## src/rtl/pt_walker.sv

```systemverilog
module pt_walker #(
  parameter int PA_W    = 56,
  parameter int PTE_W   = 64,
  parameter int PPN_LSB = 10
) (
  input  logic             clk,
  input  logic             rst_n,
  input  logic             req_valid,
  output logic             req_ready,
  input  logic [63:0]      req_vaddr,
  input  logic [PA_W-1:0]  req_root,
  output logic             mem_req_valid,
  input  logic             mem_req_ready,
  output logic [PA_W-1:0]  mem_req_addr,
  input  logic             mem_rsp_valid,
  input  logic [PTE_W-1:0] mem_rsp_data,
  output logic             res_valid,
  output logic             res_fault,
  output logic [1:0]       res_level,
  output logic [PA_W-1:0]  res_paddr
);
  localparam int PPN_W = PA_W - 12;

  typedef enum logic [1:0] {S_IDLE, S_REQ, S_RSP, S_DONE} st_t;

  st_t              st;
  logic [1:0]       lvl;
  logic [26:0]      vpn;
  logic [11:0]      off;
  logic [PA_W-1:0]  base;
  logic [PPN_W-1:0] leaf;
  logic             fault;
  logic [1:0]       flvl;
  logic [8:0]       idx;
  logic [PPN_W-1:0] ppn;
  logic             unused_ok;

  assign ppn       = mem_rsp_data[PPN_LSB +: PPN_W];
  assign unused_ok = ^mem_rsp_data;
  assign idx       = (lvl == 2'd2) ? vpn[26:18] : (lvl == 2'd1) ? vpn[17:9] : vpn[8:0];

  assign req_ready     = (st == S_IDLE);
  assign mem_req_valid = (st == S_REQ);
  assign mem_req_addr  = base + {{(PA_W-12){1'b0}}, idx, 3'b000};
  assign res_valid     = (st == S_DONE);
  assign res_fault     = fault;
  assign res_level     = flvl;
  assign res_paddr     = fault ? '0 : {leaf, off};

  always_ff @(posedge clk) begin
    if (!rst_n) begin
      st    <= S_IDLE;
      lvl   <= 2'd0;
      vpn   <= '0;
      off   <= '0;
      base  <= '0;
      leaf  <= '0;
      fault <= 1'b0;
      flvl  <= 2'd0;
    end else begin
      case (st)
        S_IDLE: if (req_valid) begin
          vpn   <= req_vaddr[38:12];
          off   <= req_vaddr[11:0];
          base  <= req_root;
          lvl   <= 2'd2;
          fault <= 1'b0;
          flvl  <= 2'd0;
          if (|req_vaddr[63:39]) begin
            fault <= 1'b1;
            flvl  <= 2'd3;
            st    <= S_DONE;
          end else begin
            st <= S_REQ;
          end
        end
        S_REQ: if (mem_req_ready) st <= S_RSP;
        S_RSP: if (mem_rsp_valid) begin
          if (!mem_rsp_data[0]) begin
            fault <= 1'b1;
            flvl  <= lvl;
            st    <= S_DONE;
          end else if (lvl == 2'd0) begin
            leaf <= ppn;
            st   <= S_DONE;
          end else begin
            base <= {ppn, 12'b0};
            lvl  <= lvl - 2'd1;
            st   <= S_REQ;
          end
        end
        default: st <= S_IDLE;
      endcase
    end
  end

  assert_range_fault_R1: assert property (@(posedge clk) disable iff (!rst_n)
    (req_valid && req_ready && (req_vaddr[63:39] != '0))
      |=> (res_valid && res_fault && res_level == 2'd3 && !mem_req_valid));

  assert_invalid_stops_R7: assert property (@(posedge clk) disable iff (!rst_n)
    (st == S_RSP && mem_rsp_valid && !mem_rsp_data[0])
      |=> (res_valid && res_fault && res_level == $past(lvl) && !mem_req_valid));

  assert_busy_after_accept_R8: assert property (@(posedge clk) disable iff (!rst_n)
    (req_valid && req_ready) |=> !req_ready);

  assert_pulse_one_cycle_R8: assert property (@(posedge clk) disable iff (!rst_n)
    res_valid |=> (!res_valid && req_ready));

  assert_stall_stable_R9: assert property (@(posedge clk) disable iff (!rst_n)
    (mem_req_valid && !mem_req_ready) |=> (mem_req_valid && $stable(mem_req_addr)));
endmodule

```

## config.mk

```make
export PLATFORM = sky130hd
export DESIGN_NAME = pt_walker
export DESIGN_NICKNAME = d
export VERILOG_FILES = /design/src/rtl/pt_walker.sv
export SDC_FILE = /design/constraint.sdc
export NUM_CORES = 1
export LEC_CHECK = 0
export ABC_AREA = 1
export BUFFER_PORTS_ARGS = -buffer_cell sky130_fd_sc_hd__buf_2
export CORE_ASPECT_RATIO = 1.4
export CORE_UTILIZATION = 45
export DETAILED_ROUTE_END_ITERATION = 16
export PLACE_DENSITY = 0.77
export SKIP_LAST_GASP = 1
export SLEW_MARGIN = 10
export SYNTH_ARGS = -nofsm -noshare
export SYNTH_HDL_FRONTEND = slang
export SYNTH_SLANG_ARGS = --single-unit
```

## constraint.sdc

```tcl
create_clock -name clk -period 2.9 [get_ports clk]
set_input_delay 0.29 -clock clk [delete_from_list [all_inputs] [get_ports clk]]
set_output_delay 0.29 -clock clk [all_outputs]
set_load 0.03 [all_outputs]
```

# Word level (Yosys, flattened, before mapping)
# Cells that the tools add are included.
# word_totals
register_bits,146
output_inout_bits,118
word_cells,60
# op_classes
n_addsub,2
eq_ne,11
n_mux,30
n_reduce_logical,9
# op_table
cell,count
$mux W56,5
$pmux W56 S2,1
$add A56 B12 Y56,1
$mux W2,14
$reduce_or A25 Y1,1
$mux W9,2
$ne A2 B2 Y1 const B,5
$pmux W2 S2,2
$reduce_and A4 Y1,2
$eq A2 B2 Y1 const B,3
$pmux W2 S3,1
$reduce_and A5 Y1,1
$eq A2 B1 Y1 const B,2
$logic_not A2 Y1,2
$mux W1,4
$reduce_and A3 Y1,1
$ne A2 B1 Y1 const B,1
$pmux W1 S2,1
$reduce_and A2 Y1,1
$reduce_bool A2 Y1,1
$sub A2 B1 Y2 const B,1

# Longest topological paths before layout
# Gate-level depths: netlist of the first run.
# logic_depth
depth_word,5
ltp_mapped,19
ltp_nobuf,18

# Worst setup path before layout of the first run
# OpenSTA, ideal clock, no wires.
# synth_path
path_type,register -> output
start,register lvl[0]
end,output port mem_req_addr[17]
t_arrival_ns,2.925
t_required_ns,2.610
slack_ns,-0.315
stages_incl_launch_ff,18
n_path_buf,1
path_cell_list,dfxtp_1 inv_1 ha_1 clkbuf_1 inv_1 o21ai_0 o21ai_0 ha_1 inv_1 fa_1 inv_1 nand3_1 nand3_1 nand2_1 nand2_1 nand2_1 nand2_1 xor2_1
# synth_via
elab_chain_len,4
# synth_rtl
element,line,text
start: declaration,27,logic [1:0] lvl;
start signal: assignment,88,lvl <= lvl - 2'd1;
$eq A2 B1 Y1,40,assign idx = (lvl == 2'd2) ? vpn[26:18] : (lvl == 2'd1) ? vpn[17:9] : vpn[8:0];
$mux W9,40,
$mux W9 (*),40,
$add A56 B12 Y56 (*),44,"assign mem_req_addr = base + {{(PA_W-12){1'b0}}, idx, 3'b000};"
end: declaration,14,"output logic [PA_W-1:0] mem_req_addr,"
# Mark *: on every way between the ends. The rest lies on a longest branch, timed or not.

# Worst setup path in the final report of the first run
# layout_path
start,register lvl[0]
end,output port mem_req_addr[24]
# The elaborated chain is that of the path after synthesis.

==> results of run 1 <==
==> flip-flops by register name, summed over array words and instances, names as in the netlist <==
name / count
lvl: 2
res_level: 2
vpn: 27
st: 2
leaf: 44
base: 56
off: 12
res_fault: 1
==> final cells by class <==
class	instances	area (um^2)
Tap cell	244	305
Multi-Input combinational cell	1009	5360
Timing Repair inverter	1	7.51
Inverter	174	663
Clock inverter	12	183
Timing Repair Buffer	359	2320
Antenna cell	2	5.00
Clock buffer	19	443
Fill cell	1730	6390
Sequential cell	146	2930
==> power by group through the flow <==
stage | clock (mW) | combinational, mW | sequential, mW
3_3_place_gp | 0 | 2.83 | 2.59
2_1_floorplan | 0 | 1.98 | 2.53
4_1_cts | 2.37 | 3.18 | 2.56
5_1_grt | 2.45 | 3.76 | 2.62
3_5_place_dp | 0 | 2.86 | 2.59
6_report | 2.36 | 3.50 | 2.59
==> cells by family after synthesis <==
kind of cell,synth area share (%)
AOI/OAI and AO/OA,16.4
DFF,34.1
xor gates and xnor gates,2.66
buffers and inverters,11.6
adders and majority gates,1.99
and+or+nand+nor,33.3
==> repair_timing <==
item	CTS	global route
gates cloned	1	1
endpoints found under the setup margin	51	51
gates resized for setup	138	119
buffers inserted	9	10
pin swaps	22	40
==> how the worst max path moves through the flow <==
stage           start          endpoint  depth (start not counted)
3_3_place_gp   lvl[0]  mem_req_addr[51]                         18
4_1_cts        lvl[1]  mem_req_addr[27]                         18
6_report       lvl[0]  mem_req_addr[24]                         16
3_5_place_dp   lvl[1]  mem_req_addr[35]                         18
5_1_grt        lvl[0]  mem_req_addr[24]                         16
2_1_floorplan  lvl[1]  mem_req_addr[30]                         14
==> through the flow <==
stage	utilization, %	TNS, ns	hold WS, ns
finish	65.7	-12.87	0.124
CTS	62.7	-10.67	0.112
floorplan	-	-0.0312	0.430
global placement	56.8	-1.45	0.438
global route	65.7	-18.82	0.134
detailed placement	56.8	-3.89	0.445
==> metal layers <==
metal,part of all wire (%),wire [um],up-vias,global-route usage [%]
met1,38,12200,4626,35.4
li1,-,-,4979,-
met2,50,16000,447,54.1
met4,4.7,1500,0,16.6
met5,0,0,-,0
met3,6.5,2080,93,6.08
==> worst register-to-register path: stages (launching register included) <==
cell and delay [ns]:
dfxtp_4 0.37, inv_4 0.04, buf_4 0.12, buf_4 0.12, buf_4 0.13, ha_1 0.22, o21ai_1 0.29, nand2_4 0.45
o21ai_0 0.70, a21oi_2 0.04
==> placed cells by master (no fill, tap or decap), types with 2 or more instances in the layout <==
master	count
buf_12	3
nand2_1	328
ha_1	4
xor2_2	17
diode_2	2
dfxtp_1	143
buf_4	71
xor2_1	3
clkinv_4	3
buf_6	47
o21ai_2	4
o21ai_1	26
nand2_4	12
bufinv_16	4
nand3_2	13
nor3_1	15
nor3_2	2
a21oi_2	21
a21oi_1	98
and2_1	5
inv_2	7
nand3_1	60
dfxtp_4	2
nor2_1	188
o21ai_0	110
nand4_1	12
nor2_2	11
nor2_4	5
inv_4	4
nand2_2	50
ha_4	7
clkbuf_16	17
clkinvlp_4	4
xor2_4	5
nand3_4	2
inv_1	162
buf_2	237
==> summary.txt, run 1 <==
Outcome
  – Outcome: complete, but fails checks
  – Failing checks: setup timing

Place
  – Placed instance area: 10600 um^2
  – Gpl congestion: 0.950
  – Dpl ws: -0.181 ns
  – Final HPWL DP: 23500 um
  – Placed cell count: 1912
  – Number of port buffers: 287

CTS
  – CTS Buf Count: 17
  – TritonCTS clock tree: yes
  – Cts-stage hold buffer count: 0
  – H-tree Lvls: 4
  – Root buf cell: clkbuf_16
  – Clk_lat worst skew: 0.42 ns
  – Clock buffer depth: 2
  – Register clock-pin slew on the reported worst setup and hold paths: 0.06 ns
  – CTS Sinks: 146

Yosys
  – Register area share after synthesis: 34.1%
  – Mean Syn Cell Area: 6.15 um^2
  – Synth area leaders: dfxtp_1, nand2_1, nor2_1
  – Post-synth top area share: 34.1%
  – Ys flop type: dfxtp_1
  – Async set-reset flop share out of synthesis: 0%
  – Syn_nets: 1595
  – Top post-synthesis cells by count: nand2_1, nor2_1, inv_1, dfxtp_1, o21ai_0
  – Mapped Cells: 1393
  – Number of synthesized register bits: 146
  – Netlist Area Pre-Place: 8570 um^2
  – Yosys top cell by area: dfxtp_1
  – Synth unique cells: 33
  – EDFF count, synth: 0
  – Count leader, synth: nand2_1
  – Syn. warnings: 0

Timing
  – Setup ws final: -0.412 ns
  – Actual slew at the worst max-slew pin: 0.779 ns
  – Final Setup Violations: 50
  – Slew HR: 48.1%
  – Worst Skew: 0.0113 ns
  – Min Tclk post-route: 3.31 ns
  – Unrepaired setup endpoints after global routing: yes
  – Max Slew Vio Count: 0
  – Period utilisation layout: 114%
  – Fmax: 302 MHz
  – Final hold viol count: 0

Power and ir drop
  – Sw Ratio: 39.9%
  – Worst VDD drop: 0.490 mV
  – Cell-internal power: 5.07 mW
  – Reg power frac: 30.6%
  – Total design power: 8.45 mW
  – Combinational share of power: 41.4%
  – Lkg Pwr: 5.92 nW
  – Clock network power share: 28.0%
  – Switch Pwr: 3.37 mW
  – PwrDens: 691 nW/um^2

Critical path
  – WP data arrival: 3.02 ns
  – CP dominant cell by count: nand2_1
  – Delay-heaviest family, CP: compound AO/OA/AOI/OAI gates
  – CP max-delay cell: dfxtp_4
  – Reg-to-reg slack, setup: 0.30 ns
  – CP Class: flip-flop to primary output
  – CP Capture Type: primary output
  – Crit path launch type: flip-flop
  – CP peak stage delay: 0.37 ns
  – CP Cell Sequence: inv_2 -> ha_4 -> inv_4 -> o21ai_0 -> o21ai_1 -> ha_4 -> nand2_1 -> nand2_1 -> a21oi_2 -> buf_4 -> nor2_2 -> buf_4 -> nand2_1 -> nand2_2 -> xor2_2 -> buf_6
  – Critical R2R Capture: base[27]
  – Worst r2r path cells: 9
  – Req. time, crit path: 2.61 ns
  – CP Buf/Inv Count: 5
  – Crit path max fanout: 5
  – Reg2reg start: lvl[1]

Floorplan
  – Total die area: 19600 um^2
  – Initial core utilization: 46.1%
  – CORE AREA: 18600 um^2
  – Die Span X: 119 um
  – Ports: 307
  – Row count: 59
  – Die Span Y: 165 um

Detailed routing
  – Vias: 10.1k
  – Final WL: 31800 um
  – DRC Markers: 0
  – Vias/cell: 5.16
  – Final ANT Viol Nets: 0
  – First DRT Iteration DRCs: 698
  – Drt wl/cell: 16.2 um
  – Drt pass-1 iters: 8

GRT
  – Aggregate global routing overflow: 0
  – First-pass GRT wire length: 46800 um
  – GRT Total Usage: 30.8%
  – Pin count of the biggest net entering global routing: 89
  – Vias in the first global route: 9486
  – Initial antenna violation count: 2

Min path
  – Hold Path Stages: 3
  – Worst Hold Path EP: vpn[26]
  – Hold wc startpoint: req_vaddr[38]
  – Hold/Removal Path Class: input pin to flip-flop

Layout
  – Fin nets: 1910
  – Share of cells above drive strength 1: 32.6%
  – Final non-filler cell total: 1966
  – Final instance area: 12200 um^2
  – Layout area overhead: 42.6%

Job
  – Max Cap Viol: 0
No activity file was read; power rests on OpenSTA's default activity.
==> inputs of run 2 (changes only) <==
--- a/config.mk
+++ b/config.mk
@@ -7,11 +7,13 @@
 export LEC_CHECK = 0
 export ABC_AREA = 1
 export BUFFER_PORTS_ARGS = -buffer_cell sky130_fd_sc_hd__buf_2
+export CELL_PAD_IN_SITES_DETAIL_PLACEMENT = 1
+export CELL_PAD_IN_SITES_GLOBAL_PLACEMENT = 1
 export CORE_ASPECT_RATIO = 1.4
-export CORE_UTILIZATION = 45
+export CORE_UTILIZATION = 30
 export DETAILED_ROUTE_END_ITERATION = 16
+export HOLD_SLACK_MARGIN = 0.03
 export PLACE_DENSITY = 0.77
-export SKIP_LAST_GASP = 1
 export SLEW_MARGIN = 10
 export SYNTH_ARGS = -nofsm -noshare
 export SYNTH_HDL_FRONTEND = slang
==> run 2 against run 1 <==
Against the previous run: the flow still finishes with violations (setup timing); hold slack got worse by 0.016 ns; final cell count grew 7.4%; sequential cell count is the same; routed wire length grew 24%; clock power increased by 7%; register-to-register slack better by 0.27 ns; first-iteration DRC count fell by 43%; maximum frequency is 0.26% lower; critical endpoint is now mem_req_addr[26].
==> summary.txt, run 2 (synthesis gave the netlist of run 1 again) <==
Outcome
  – Outcome: complete, but fails checks
  – Failing checks: setup timing

Power and ir drop
  – Clock network power share: 27.7%
  – Cell-internal power: 5.39 mW
  – Sw Ratio: 40.8%
  – Lkg Pwr: 6.22 nW
  – Switch Pwr: 3.71 mW
  – Reg power frac: 28.9%
  – Worst VDD drop: 0.419 mV
  – Combinational share of power: 43.5%
  – PwrDens: 696 nW/um^2
  – Total design power: 9.10 mW

GRT
  – Vias in the first global route: 10.7k
  – Initial antenna violation count: 5
  – First-pass GRT wire length: 56400 um
  – Pin count of the biggest net entering global routing: 61
  – Aggregate global routing overflow: 0
  – GRT Total Usage: 25.7%

Place
  – Gpl congestion: 0.961
  – Dpl ws: -0.250 ns
  – Placed cell count: 2042
  – Placed instance area: 10700 um^2
  – Number of port buffers: 287
  – Final HPWL DP: 27900 um

CTS
  – Clock buffer depth: 2
  – Clk_lat worst skew: 0.44 ns
  – Root buf cell: clkbuf_16
  – TritonCTS clock tree: yes
  – CTS Sinks: 146
  – Register clock-pin slew on the reported worst setup and hold paths: 0.07 ns
  – CTS Buf Count: 17
  – H-tree Lvls: 4
  – Cts-stage hold buffer count: 0

Floorplan
  – Initial core utilization: 30.8%
  – CORE AREA: 27800 um^2
  – Total die area: 29300 um^2
  – Die Span X: 145 um
  – Ports: 307
  – Row count: 72
  – Die Span Y: 202 um

Layout
  – Commonest non-fill, non-tap cell in the layout: nand2_1
  – Most flop-heavy register: base
  – Share of cells above drive strength 1: 36.8%
  – Fin nets: 1926
  – Max FFs per register: 56
  – Post-layout util: 47.0%
  – Final instance area: 13100 um^2
  – Commonest non-fill, non-tap cells in the layout: nand2_1, buf_2, nor2_1
  – Final non-filler cell total: 2112
  – Regs by FF count: base (56), leaf (44), vpn (27)
  – Layout area overhead: 52.5%

Critical path
  – WP data arrival: 3.03 ns
  – Crit path max fanout: 5
  – Crit path launch type: flip-flop
  – CP Capture Type: primary output
  – Worst r2r path cells: 9
  – Req. time, crit path: 2.61 ns
  – CP Class: flip-flop to primary output

Detailed routing
  – Final WL: 39300 um
  – Final ANT Viol Nets: 0
  – Drt wl/cell: 18.6 um
  – Vias/cell: 4.89
  – Vias: 10.3k
  – Drt pass-1 iters: 5
  – DRC Markers: 0
  – Met2 wire len: 20100 um
  – WL met1: 15700 um
  – Top Layer Used: met4
  – Routed wl met3: 1450 um
  – First DRT Iteration DRCs: 399

Timing
  – Worst Skew: 0.0113 ns
  – Final hold viol count: 0
  – Slew HR: 43.9%
  – Fin Hold WS: 0.107 ns
  – Min Tclk post-route: 3.32 ns
  – Fmax: 301 MHz
  – Setup ws final: -0.421 ns
  – Unrepaired setup endpoints after global routing: yes
  – Actual slew at the worst max-slew pin: 0.841 ns
  – Total Neg Setup Slack: -14.88 ns
  – Final Setup Violations: 50
  – Period utilisation layout: 115%
  – Max Slew Vio Count: 0

Min path
  – Hold Path Stages: 3
  – Hold/Removal Path Class: input pin to flip-flop

Job
  – Max Cap Viol: 0
==> run 2: cell count changes in the layout (fill, tap and decap cells not counted), moves of 5 or more <==
cell | previous run | this run
buf_6 | 47 | 76
nand2_1 | 328 | 300
nand2_2 | 50 | 64
nand2_4 | 12 | 25
buf_4 | 71 | 61
nand3_1 | 60 | 50
nor2_1 | 188 | 180
nand3_2 | 13 | 20
inv_1 | 162 | 157
nor2_2 | 11 | 16
o21ai_4 | 1 | 6
==> run 2: final timing paths <==
| check | start | endpoint | slack, ns |
|---|---|---|---|
| min | req_vaddr[14] | vpn[2] | 0.11 |
| min reg2reg | leaf[31] | leaf[31] | 0.45 |
| max reg2reg | lvl[1] | base[19] | 0.57 |
| max | lvl[1] | mem_req_addr[26] | -0.42 |
==> run 2: area by class of cell <==
cell class / instances / area, um^2
fillers: 3566 / 14800
multi-input cells: 1009 / 5780
flip-flops and latches: 146 / 2930
repair buffers: 376 / 2550
inverters: 174 / 676
well taps: 370 / 463
clock buffers: 19 / 453
clock inverters: 13 / 206
diodes: 5 / 12.5
==> run 2: what timing repair did <==
action                     4_1_cts  5_1_grt
cloned                           1        0
setup buffers                   14       20
hold endpoints to repair         0        0
pin swaps                       55       74
setup endpoints to repair       51       51
resized for setup              243      145
==> run 2: worst max-delay path: stages, from the launching register on <==
cell and delay, ns:
dfxtp_2 0.35, inv_2 0.05, ha_4 0.18, buf_6 0.13, o21ai_1 0.17, o21ai_2 0.11, ha_4 0.32, nand2_1 0.07
nand2_1 0.13, nand2_1 0.17, nor2_1 0.25, buf_4 0.17, nand2_1 0.09, nand2_4 0.09, xor2_4 0.17, buf_6 0.15
==> run 2: power by group through the flow <==
stage	Clock [mW]	Sequential (mW)	Combinational, mW
floorplan	0	2.53	1.98
global placement	0	2.60	2.92
detailed placement	0	2.62	2.98
CTS	2.54	2.59	3.55
global route	2.62	2.65	4.24
finish	2.52	2.63	3.96
==> run 2: routing by layer <==
| metal | global-route usage (%) | up-vias |
|---|---|---|
| met4 | 14.6 | 0 |
| li1 | - | 5035 |
| met1 | 29.2 | 4887 |
| met5 | 0 | - |
| met2 | 44.4 | 302 |
| met3 | 4.67 | 96 |
